--- config.mk ---
export PLATFORM = sky130hd
export DESIGN_NAME = pulse_density_guard
export DESIGN_NICKNAME = d
export VERILOG_FILES = /design/src/rtl/pdm_pkg.sv /design/src/rtl/pdm_stream_path.sv /design/src/rtl/pdm_ctrl.sv /design/src/rtl/pulse_density_guard.sv
export SDC_FILE = /design/constraint.sdc
export NUM_CORES = 2
export LEC_CHECK = 0
export BUFFER_PORTS_ARGS = -buffer_cell sky130_fd_sc_hd__buf_4
export CORE_MARGIN = 3
export CORE_UTILIZATION = 30
export CTS_CLUSTER_SIZE = 30
export DETAILED_ROUTE_END_ITERATION = 8
export GPL_TIMING_DRIVEN = 0
export HOLD_SLACK_MARGIN = 0.08
export SYNTH_ARGS = -nofsm -noshare
export SYNTH_HDL_FRONTEND = slang
export SYNTH_HIERARCHICAL = 1
export SYNTH_SLANG_ARGS = --single-unit
--- constraint.sdc ---
create_clock -name clk -period 5.87 [get_ports clk]
set_input_delay 1.174 -clock clk [delete_from_list [all_inputs] [get_ports clk]]
set_output_delay 1.174 -clock clk [all_outputs]
set_load 0.005 [all_outputs]
--- src/rtl/pdm_pkg.sv ---
package pdm_pkg;
  // Per-stream command from control to a stream datapath
  typedef struct packed {
    logic shift;   // take one bit this edge
    logic bitVal;  // the bit recorded in the history
  } pdm_strobe_t;
endpackage

--- src/rtl/pdm_stream_path.sv ---
module pdm_stream_path
  import pdm_pkg::*;
#(
  parameter int ZERO_RUN_MAX = 15,
  parameter int NUM_WINDOWS  = 23,
  parameter int WINDOW_STEP  = 8
) (
  input  logic        clk,
  input  logic        rstN,
  input  pdm_strobe_t strobe,
  output logic        riskIfZero,
  output logic        riskIfOne
);
  localparam int HIST_LEN = WINDOW_STEP * (NUM_WINDOWS + 1);
  localparam int CNT_W    = $clog2(HIST_LEN + 1);
  localparam int RUN_W    = $clog2(ZERO_RUN_MAX + 2);

  logic [HIST_LEN-1:0]    hist;
  logic [CNT_W-1:0]       fill;
  logic [RUN_W-1:0]       zeroRun;
  logic [NUM_WINDOWS-1:0] shortIfZero;
  logic [NUM_WINDOWS-1:0] shortIfOne;

  always_ff @(posedge clk or negedge rstN) begin
    if (!rstN) begin
      hist    <= '0;
      fill    <= '0;
      zeroRun <= '0;
    end else if (strobe.shift) begin
      hist <= {hist[HIST_LEN-2:0], strobe.bitVal};
      if (fill != CNT_W'(HIST_LEN)) fill <= fill + 1'b1;
      if (strobe.bitVal) zeroRun <= '0;
      else if (zeroRun <= RUN_W'(ZERO_RUN_MAX)) zeroRun <= zeroRun + 1'b1;
    end
  end

  // One running ones-count per window length
  for (genvar w = 0; w < NUM_WINDOWS; w++) begin : g_win
    localparam int REQ = w + 1;
    localparam int LEN = WINDOW_STEP * (w + 2);
    logic             leaving;
    logic             willFill;
    logic [CNT_W-1:0] keep;
    logic [CNT_W-1:0] onesCnt;

    assign leaving  = hist[LEN-1];
    assign willFill = (fill >= CNT_W'(LEN - 1));
    assign keep     = onesCnt - CNT_W'(leaving);
    assign shortIfZero[w] = willFill && (keep < CNT_W'(REQ));
    assign shortIfOne[w]  = willFill && (keep < CNT_W'(REQ - 1));

    always_ff @(posedge clk or negedge rstN) begin
      if (!rstN) onesCnt <= '0;
      else if (strobe.shift) onesCnt <= keep + CNT_W'(strobe.bitVal);
    end

    // a count never exceeds the length of its window
    assert_count_bound_R2: assert property (@(posedge clk) disable iff (!rstN)
      onesCnt <= CNT_W'(LEN));
  end

  assign riskIfZero = (zeroRun >= RUN_W'(ZERO_RUN_MAX)) || (|shortIfZero);
  assign riskIfOne  = |shortIfOne;

  assert_run_resets_R1: assert property (@(posedge clk) disable iff (!rstN)
    strobe.shift && strobe.bitVal |=> zeroRun == '0);
  assert_fill_bound_R3: assert property (@(posedge clk) disable iff (!rstN)
    fill <= CNT_W'(HIST_LEN));
  assert_hold_idle_R9: assert property (@(posedge clk) disable iff (!rstN)
    !strobe.shift |=> $stable(fill) && $stable(zeroRun));
endmodule

--- src/rtl/pdm_ctrl.sv ---
module pdm_ctrl
  import pdm_pkg::*;
(
  input  logic        clk,
  input  logic        rstN,
  input  logic        bitEn,
  input  logic        txIn,
  input  logic        rxIn,
  input  logic        enforceEn,
  input  logic        txFlagClr,
  input  logic        rxFlagClr,
  input  logic        txRiskIfZero,
  input  logic        txRiskIfOne,
  input  logic        rxRiskIfZero,
  input  logic        rxRiskIfOne,
  output pdm_strobe_t txStrobe,
  output pdm_strobe_t rxStrobe,
  output logic        txOut,
  output logic        txViolFlag,
  output logic        rxViolFlag
);
  logic txBit;
  logic txViol;
  logic rxViol;

  // Substitute a one only where a zero would break a rule
  assign txBit  = txIn || (enforceEn && txRiskIfZero);
  assign txOut  = txBit;
  assign txViol = bitEn && (txBit ? txRiskIfOne : txRiskIfZero);
  assign rxViol = bitEn && (rxIn ? rxRiskIfOne : rxRiskIfZero);

  assign txStrobe = '{shift: bitEn, bitVal: txBit};
  assign rxStrobe = '{shift: bitEn, bitVal: rxIn};

  always_ff @(posedge clk or negedge rstN) begin
    if (!rstN) begin
      txViolFlag <= 1'b0;
      rxViolFlag <= 1'b0;
    end else begin
      txViolFlag <= (txViolFlag && !txFlagClr) || txViol;
      rxViolFlag <= (rxViolFlag && !rxFlagClr) || rxViol;
    end
  end

  assert_tx_sticky_R5: assert property (@(posedge clk) disable iff (!rstN)
    txViolFlag && !txFlagClr |=> txViolFlag);
  assert_rx_sticky_R5: assert property (@(posedge clk) disable iff (!rstN)
    rxViolFlag && !rxFlagClr |=> rxViolFlag);
  assert_rx_clear_R5: assert property (@(posedge clk) disable iff (!rstN)
    rxFlagClr && !rxViol |=> !rxViolFlag);
  assert_only_adds_ones_R7: assert property (@(posedge clk) disable iff (!rstN)
    txIn |-> txOut);
  assert_passthrough_R8: assert property (@(posedge clk) disable iff (!rstN)
    !enforceEn |-> txOut == txIn);
  assert_no_rise_idle_R9: assert property (@(posedge clk) disable iff (!rstN)
    !bitEn |=> !$rose(txViolFlag) && !$rose(rxViolFlag));
endmodule

--- src/rtl/pulse_density_guard.sv ---
module pulse_density_guard
  import pdm_pkg::*;
#(
  parameter int ZERO_RUN_MAX = 15,
  parameter int NUM_WINDOWS  = 23,
  parameter int WINDOW_STEP  = 8
) (
  input  logic clk,
  input  logic rstN,
  input  logic bitEn,
  input  logic txIn,
  input  logic rxIn,
  input  logic enforceEn,
  input  logic txFlagClr,
  input  logic rxFlagClr,
  output logic txOut,
  output logic txViolFlag,
  output logic rxViolFlag
);
  localparam int NUM_STREAMS = 2;  // index 0 = transmit, 1 = receive

  pdm_strobe_t strobes   [NUM_STREAMS];
  logic        riskZero  [NUM_STREAMS];
  logic        riskOne   [NUM_STREAMS];

  pdm_ctrl u_ctrl (
    .clk          (clk),
    .rstN         (rstN),
    .bitEn        (bitEn),
    .txIn         (txIn),
    .rxIn         (rxIn),
    .enforceEn    (enforceEn),
    .txFlagClr    (txFlagClr),
    .rxFlagClr    (rxFlagClr),
    .txRiskIfZero (riskZero[0]),
    .txRiskIfOne  (riskOne[0]),
    .rxRiskIfZero (riskZero[1]),
    .rxRiskIfOne  (riskOne[1]),
    .txStrobe     (strobes[0]),
    .rxStrobe     (strobes[1]),
    .txOut        (txOut),
    .txViolFlag   (txViolFlag),
    .rxViolFlag   (rxViolFlag)
  );

  for (genvar s = 0; s < NUM_STREAMS; s++) begin : g_stream
    pdm_stream_path #(
      .ZERO_RUN_MAX (ZERO_RUN_MAX),
      .NUM_WINDOWS  (NUM_WINDOWS),
      .WINDOW_STEP  (WINDOW_STEP)
    ) u_path (
      .clk        (clk),
      .rstN       (rstN),
      .strobe     (strobes[s]),
      .riskIfZero (riskZero[s]),
      .riskIfOne  (riskOne[s])
    );
  end
endmodule

# [Yosys cells after proc, flatten, opt, wreduce, memory -nomap -nowiden]
# Cells that the tools add are included.
[classes] eq_ne=2 n_mux=6 n_reduce_logical=114 n_lt_le_gt_ge=142 add_sub_neg=96
[op_table] op="8-bit by 1-bit adder with 8-bit output" count=46
[op_table] op="8-bit by 1-bit subtractor with 8-bit output" count=46
[op_table] op="8-bit by 4-bit less-than comparator with 1-bit output, second input constant" count=32
[op_table] op="8-bit by 5-bit less-than comparator with 1-bit output, second input constant" count=30
[op_table] op="8-bit by 7-bit greater-or-equal comparator with 1-bit output, second input constant" count=16
[op_table] op="8-bit greater-or-equal comparator, second input constant" count=16
[op_table] op="8-bit by 3-bit less-than comparator with 1-bit output, second input constant" count=16
[op_table] op="1-bit logical AND" count=97
[op_table] op="23-bit OR reduction" count=4
[op_table] op="8-bit by 6-bit greater-or-equal comparator with 1-bit output, second input constant" count=8
[op_table] op="8-bit by 2-bit less-than comparator with 1-bit output, second input constant" count=8
[op_table] op="8-bit by 1-bit less-than comparator with 1-bit output, second input constant" count=6
[op_table] op="8-bit by 5-bit greater-or-equal comparator with 1-bit output, second input constant" count=4
[op_table] op="5-bit 2-to-1 mux" count=4
[op_table] op="8-bit by 1-bit adder with 8-bit output, second input constant" count=2
[op_table] op="8-bit by 4-bit greater-or-equal comparator with 1-bit output, second input constant" count=2
[op_table] op="8-bit != test, second input constant" count=2
[op_table] op="5-bit by 1-bit adder with 5-bit output, second input constant" count=2
[op_table] op="5-bit by 4-bit greater-or-equal comparator with 1-bit output, second input constant" count=2
[op_table] op="5-bit by 4-bit <= comparator with 1-bit output, second input constant" count=2
[op_table] op="2-bit AND reduction" count=4
[op_table] op="1-bit logical OR" count=5
[op_table] op="2-bit nonzero test" count=2
[op_table] op="1-bit zero test" count=2
[op_table] op="1-bit 2-to-1 mux" count=2
[totals] word_cells=414 out_inout_bits=3 ff_bits=780 in_bits=8

# [Longest topological paths before layout]
[depth] ltp_word=10 depth_mapped=21

# [Hierarchy]
# Netlist, hierarchy kept.
[modules_own_cells] mod="pdm_stream_path" instances=2 cells_per_inst=2370 area_each_um2=23123.4
[modules_own_cells] mod="pdm_ctrl" instances=1 cells_per_inst=15 area_each_um2=137.6

# [Least setup slack after synthesis]
# OpenSTA, ideal clock, no wires.
[synth_timing] path_type="flip-flop to flip-flop" startpoint="reg g_stream[0].u_path.g_win[20].onesCnt[0]" endpoint="reg g_stream[0].u_path.g_win[6].onesCnt[6]" period_less_slack_ps=4479 slack_ps=1391 n_path_buf=2 arrival_ps=4350 path_stages_with_launch=22 cell_sequence="dfrtp_1 > inv_1 > ha_1 > ha_1 > clkbuf_1 > or4b_1 > nor3_1 > nand2b_1 > a2111oi_0 > or4_1 > nor4_1 > nand4b_1 > a21o_2 > buf_4 > ha_1 > ha_1 > and3_1 > nor4_1 > a31oi_1 > nor2_1 > o21ai_0 > xnor2_1"
[synth_lines] item="start, declared" line="pdm_stream_path.sv:44" text="logic [CNT_W-1:0] onesCnt;"
[synth_lines] item="start signal, assigned" line="pdm_stream_path.sv:54" text="else if (strobe.shift) onesCnt <= keep + CNT_W'(strobe.bitVal);"
[synth_lines] item="end signal, assigned" line="pdm_stream_path.sv:54"
[synth_lines] item="end, declared" line="pdm_stream_path.sv:44"

==> summary.md <==
| Metric | Value |
|---|---|
| Status | completed |
| Top cells by area, synth | dfrtp_1 42%, mux2_2 10%, xnor2_1 7.3% |
| Global-route usage over all layers | between 10% and 20% |
| Area leader, netlist | dfrtp_1 |
| Post-synth EDFFs | 0 |
| Startpoint Class | flip-flop |
| Setup Buffers After CTS | 0 |
| Total gr overflow | 0 |
| Slew Limit Fails | 0 |
| Via density | around 5.0 |
| Top post-synthesis cells by count | 780 x dfrtp_1, 492 x nand2_1, 430 x mux2_2 |
| Mean Syn Cell Area | 9.75 um2 |
| Largest net degree at the start of global routing | 116 |
| Initial antenna violation count | 2 |
| Worst skew pair latency | 660 ps |
| HP Class | primary input to async pin |
| Async SR Flop Fraction | 100% |
| Port bufs | 10 |
| Compound-Gate Fraction of Synth Area | between 10% and 20% |
| Post-cts sizing count | 1 |
| Pwr dens | about 380 nW/um2 |
| Critical path class | flip-flop to output port |
| Fmax | roughly 180 MHz |
| Routed wire length | between 100,000 and 150,000 um |
| Chip width | between 300 and 400 um |
| Worst setup margin | between 300 and 400 ps |
| Max FO, Critical Path | 10 |
| Antenna-violating nets left | 0 |
| Row count | 143 |
| Synthesized area | 46,400 um2 |
| Synth Area in XOR/XNOR | under 10% |
| Mux share of post-synthesis cell area | 10.8% |
| Vias in the first global route | ~33,000 |
| Period utilization | between 90% and 100% |
| Adder-cell share of the synthesized area | 5.18% |
| CTS Root Cell | clkbuf_16 |
| Most used DFF post-synth | dfrtp_1 |
| Initial core utilization | a little under a third |
| Min Tclk post-route | 5570 ps |
| Post-DP HPWL | approximately 72,000 um |
| Top-count cell post-synth | dfrtp_1 |
| Layout net count | around 5,100 |
| Peak VDD IR | 0.194 mV |
| Setup Total Neg Slack | 0 ps |
| DR DRC count | 0 |
| WL/cell | between 10 and 15 um |
| Worst Tran Pin Value | ~1100 ps |
| Number of max-cap violations | 0 |
| Final Hold Viols | 0 |
| CP Data Required Time | between 4000 and 5000 ps |
| Global-route wire length before repair | approximately 170,000 um |
| Synth Area in Simple Gates | between 10% and 20% |
| RSZ-0062 raised after global routing | false |
| H-tree depth | 3 |
| Gate Count Post-Synth | around 4,800 |
| Placer Congestion | between 0.8 and 0.9 |
| CTS buffer count | 82 |
| Static leakage | between 20 and 25 nW |
| Warnings, synthesis | 6 |
| Die area | roughly 160,000 um2 |
| Relative slew slack | between 20% and 30% |
| Die Ht | 399 um |
| Yosys cell types | 82 |
| CTS tree | yes |
| R2R depth | 17 |
| Largest family of logic cells by synthesized area | simple AND/OR/NAND/NOR gates |
| CP arrival | 4390 ps |
| Maximum clock path buffer count | 3 |
| Total number of vias | approximately 34,000 |
| Yosys top cell area share | ~42% |
| Area grow syn2layout | 12.1% |
| Worst Setup End Kind | output port |
| Yosys reg bits | between 700 and 800 |
| Starting DRT DRC Count | 2,259 |
| Final setup vio count | 0 |
| Hold-fix buffers at CTS | 0 |
| Antenna Cells | 0 |
| Worst slack, placed | about 33 ps |
| Seq/Total Area, Yosys | a little over two fifths |
| Mapped Nets | between 4,000 and 5,000 |
| TritonRoute pass-1 iters | 6 |
| Clock sink count | a little under 800 |
| Clock slew at reported path FFs | about 60 ps |
| Clk_skew | roughly 33 ps |
| Share of cells above drive strength 1 | a little over an eighth |
| I/O pin total | 11 |
| Core area | roughly 150,000 um2 |
metal layers:
layer	wire length (um)	up-vias	share of wire, %	global-route usage [%]
met5	0	-	0	0
met4	2840	0	2.8	4.35
met3	3540	152	3.4	1.40
met2	46500	572	45	20.7
met1	50200	16900	49	18.0
li1	-	16900	-	-
path summary, 6_finish.rpt:
kind                            slack (ps)                                      end                                   start
min in group clk                       470   g_stream[1].u_path/g_win[9].onesCnt[7]  g_stream[1].u_path/g_win[9].onesCnt[7]
max in group asynchronous             3510              g_stream[1].u_path/hist[51]                                    rstN
worst min-delay path                   450  g_stream[0].u_path/g_win[12].onesCnt[5]                                    rstN
worst min register to register         470   g_stream[1].u_path/g_win[9].onesCnt[7]  g_stream[1].u_path/g_win[9].onesCnt[7]
worst max register to register         490  g_stream[0].u_path/g_win[14].onesCnt[6]              g_stream[0].u_path/fill[6]
worst max-delay path                   300                                    txOut              g_stream[0].u_path/fill[6]
registers in the layout (all words and copies together), names as in the netlist:
register                       count
g_stream.u_path/fill              16
g_stream.u_path/g_win.onesCnt    368
g_stream.u_path/hist             384
g_stream.u_path/zeroRun           10
u_ctrl/rxViolFlag                  1
u_ctrl/txViolFlag                  1
critical path, cell delays in order (launching register included):
cell	delay, ps
dfrtp_1	360
clkbuf_1	220
clkbuf_1	290
a2111oi_0	890
a211oi_1	110
o21ai_0	140
a211oi_1	100
or4_1	500
nor4_2	500
nand4b_1	250
a21o_2	260
buf_4	130
final cells by class:
| cell class | count | area [um2] |
|---|---|---|
| inverters | 237 | 890 |
| well taps | 2030 | 2540 |
| fillers | 15600 | 101000 |
| repair buffers | 17 | 275 |
| clock inverters | 41 | 503 |
| clock buffers | 107 | 2310 |
| multi-input cells | 3428 | 24800 |
| plain buffers | 309 | 1230 |
| flip-flops and latches | 780 | 19500 |
where the power goes:
group	internal (mW)	leakage [nW]	total (mW)	switching (mW)
clock network	3.22	1.38	5.46	2.24
logic	2.83	10.7	6.90	4.07
registers	6.59	10.1	7.41	0.817
through the flow:
stage	hold WS, ps	utilization [%]	area, um2	power (mW)	instances
finish	450	34.0	52000	19.8	6949
CTS	458	34.0	52000	19.9	6950
global placement	455	32.1	49000	14.1	6795
detailed placement	457	32.2	49200	14.3	6802
global route	488	34.0	52000	21.2	6949
floorplan	438	-	46400	12.7	4755
cells by family after synthesis:
kind of cell | Yosys count
compound gates | 777
xor+xnor | 508
fa+ha+maj | 192
buf+inv | 547
flops | 780
mux | 445
simple gates | 1506
cells in the final DEF (no fill, tap or decap), types with 42 or more instances in the layout:
cell type,netlist,layout
nand2b_1,96,96
nand3_1,94,94
a31oi_1,42,42
xor2_1,120,120
o21ai_0,253,253
inv_1,237,237
dfrtp_1,780,780
nand2_1,492,492
clkbuf_16,0,84
xnor2_1,388,388
nor3b_1,50,50
nor2_1,220,220
a21oi_1,160,160
nor2b_1,106,106
ha_1,192,192
clkbuf_1,276,286
nor4_1,48,47
nor3_1,104,104
mux2_2,430,430
Note: power is estimated with default switching activity, not from simulation.
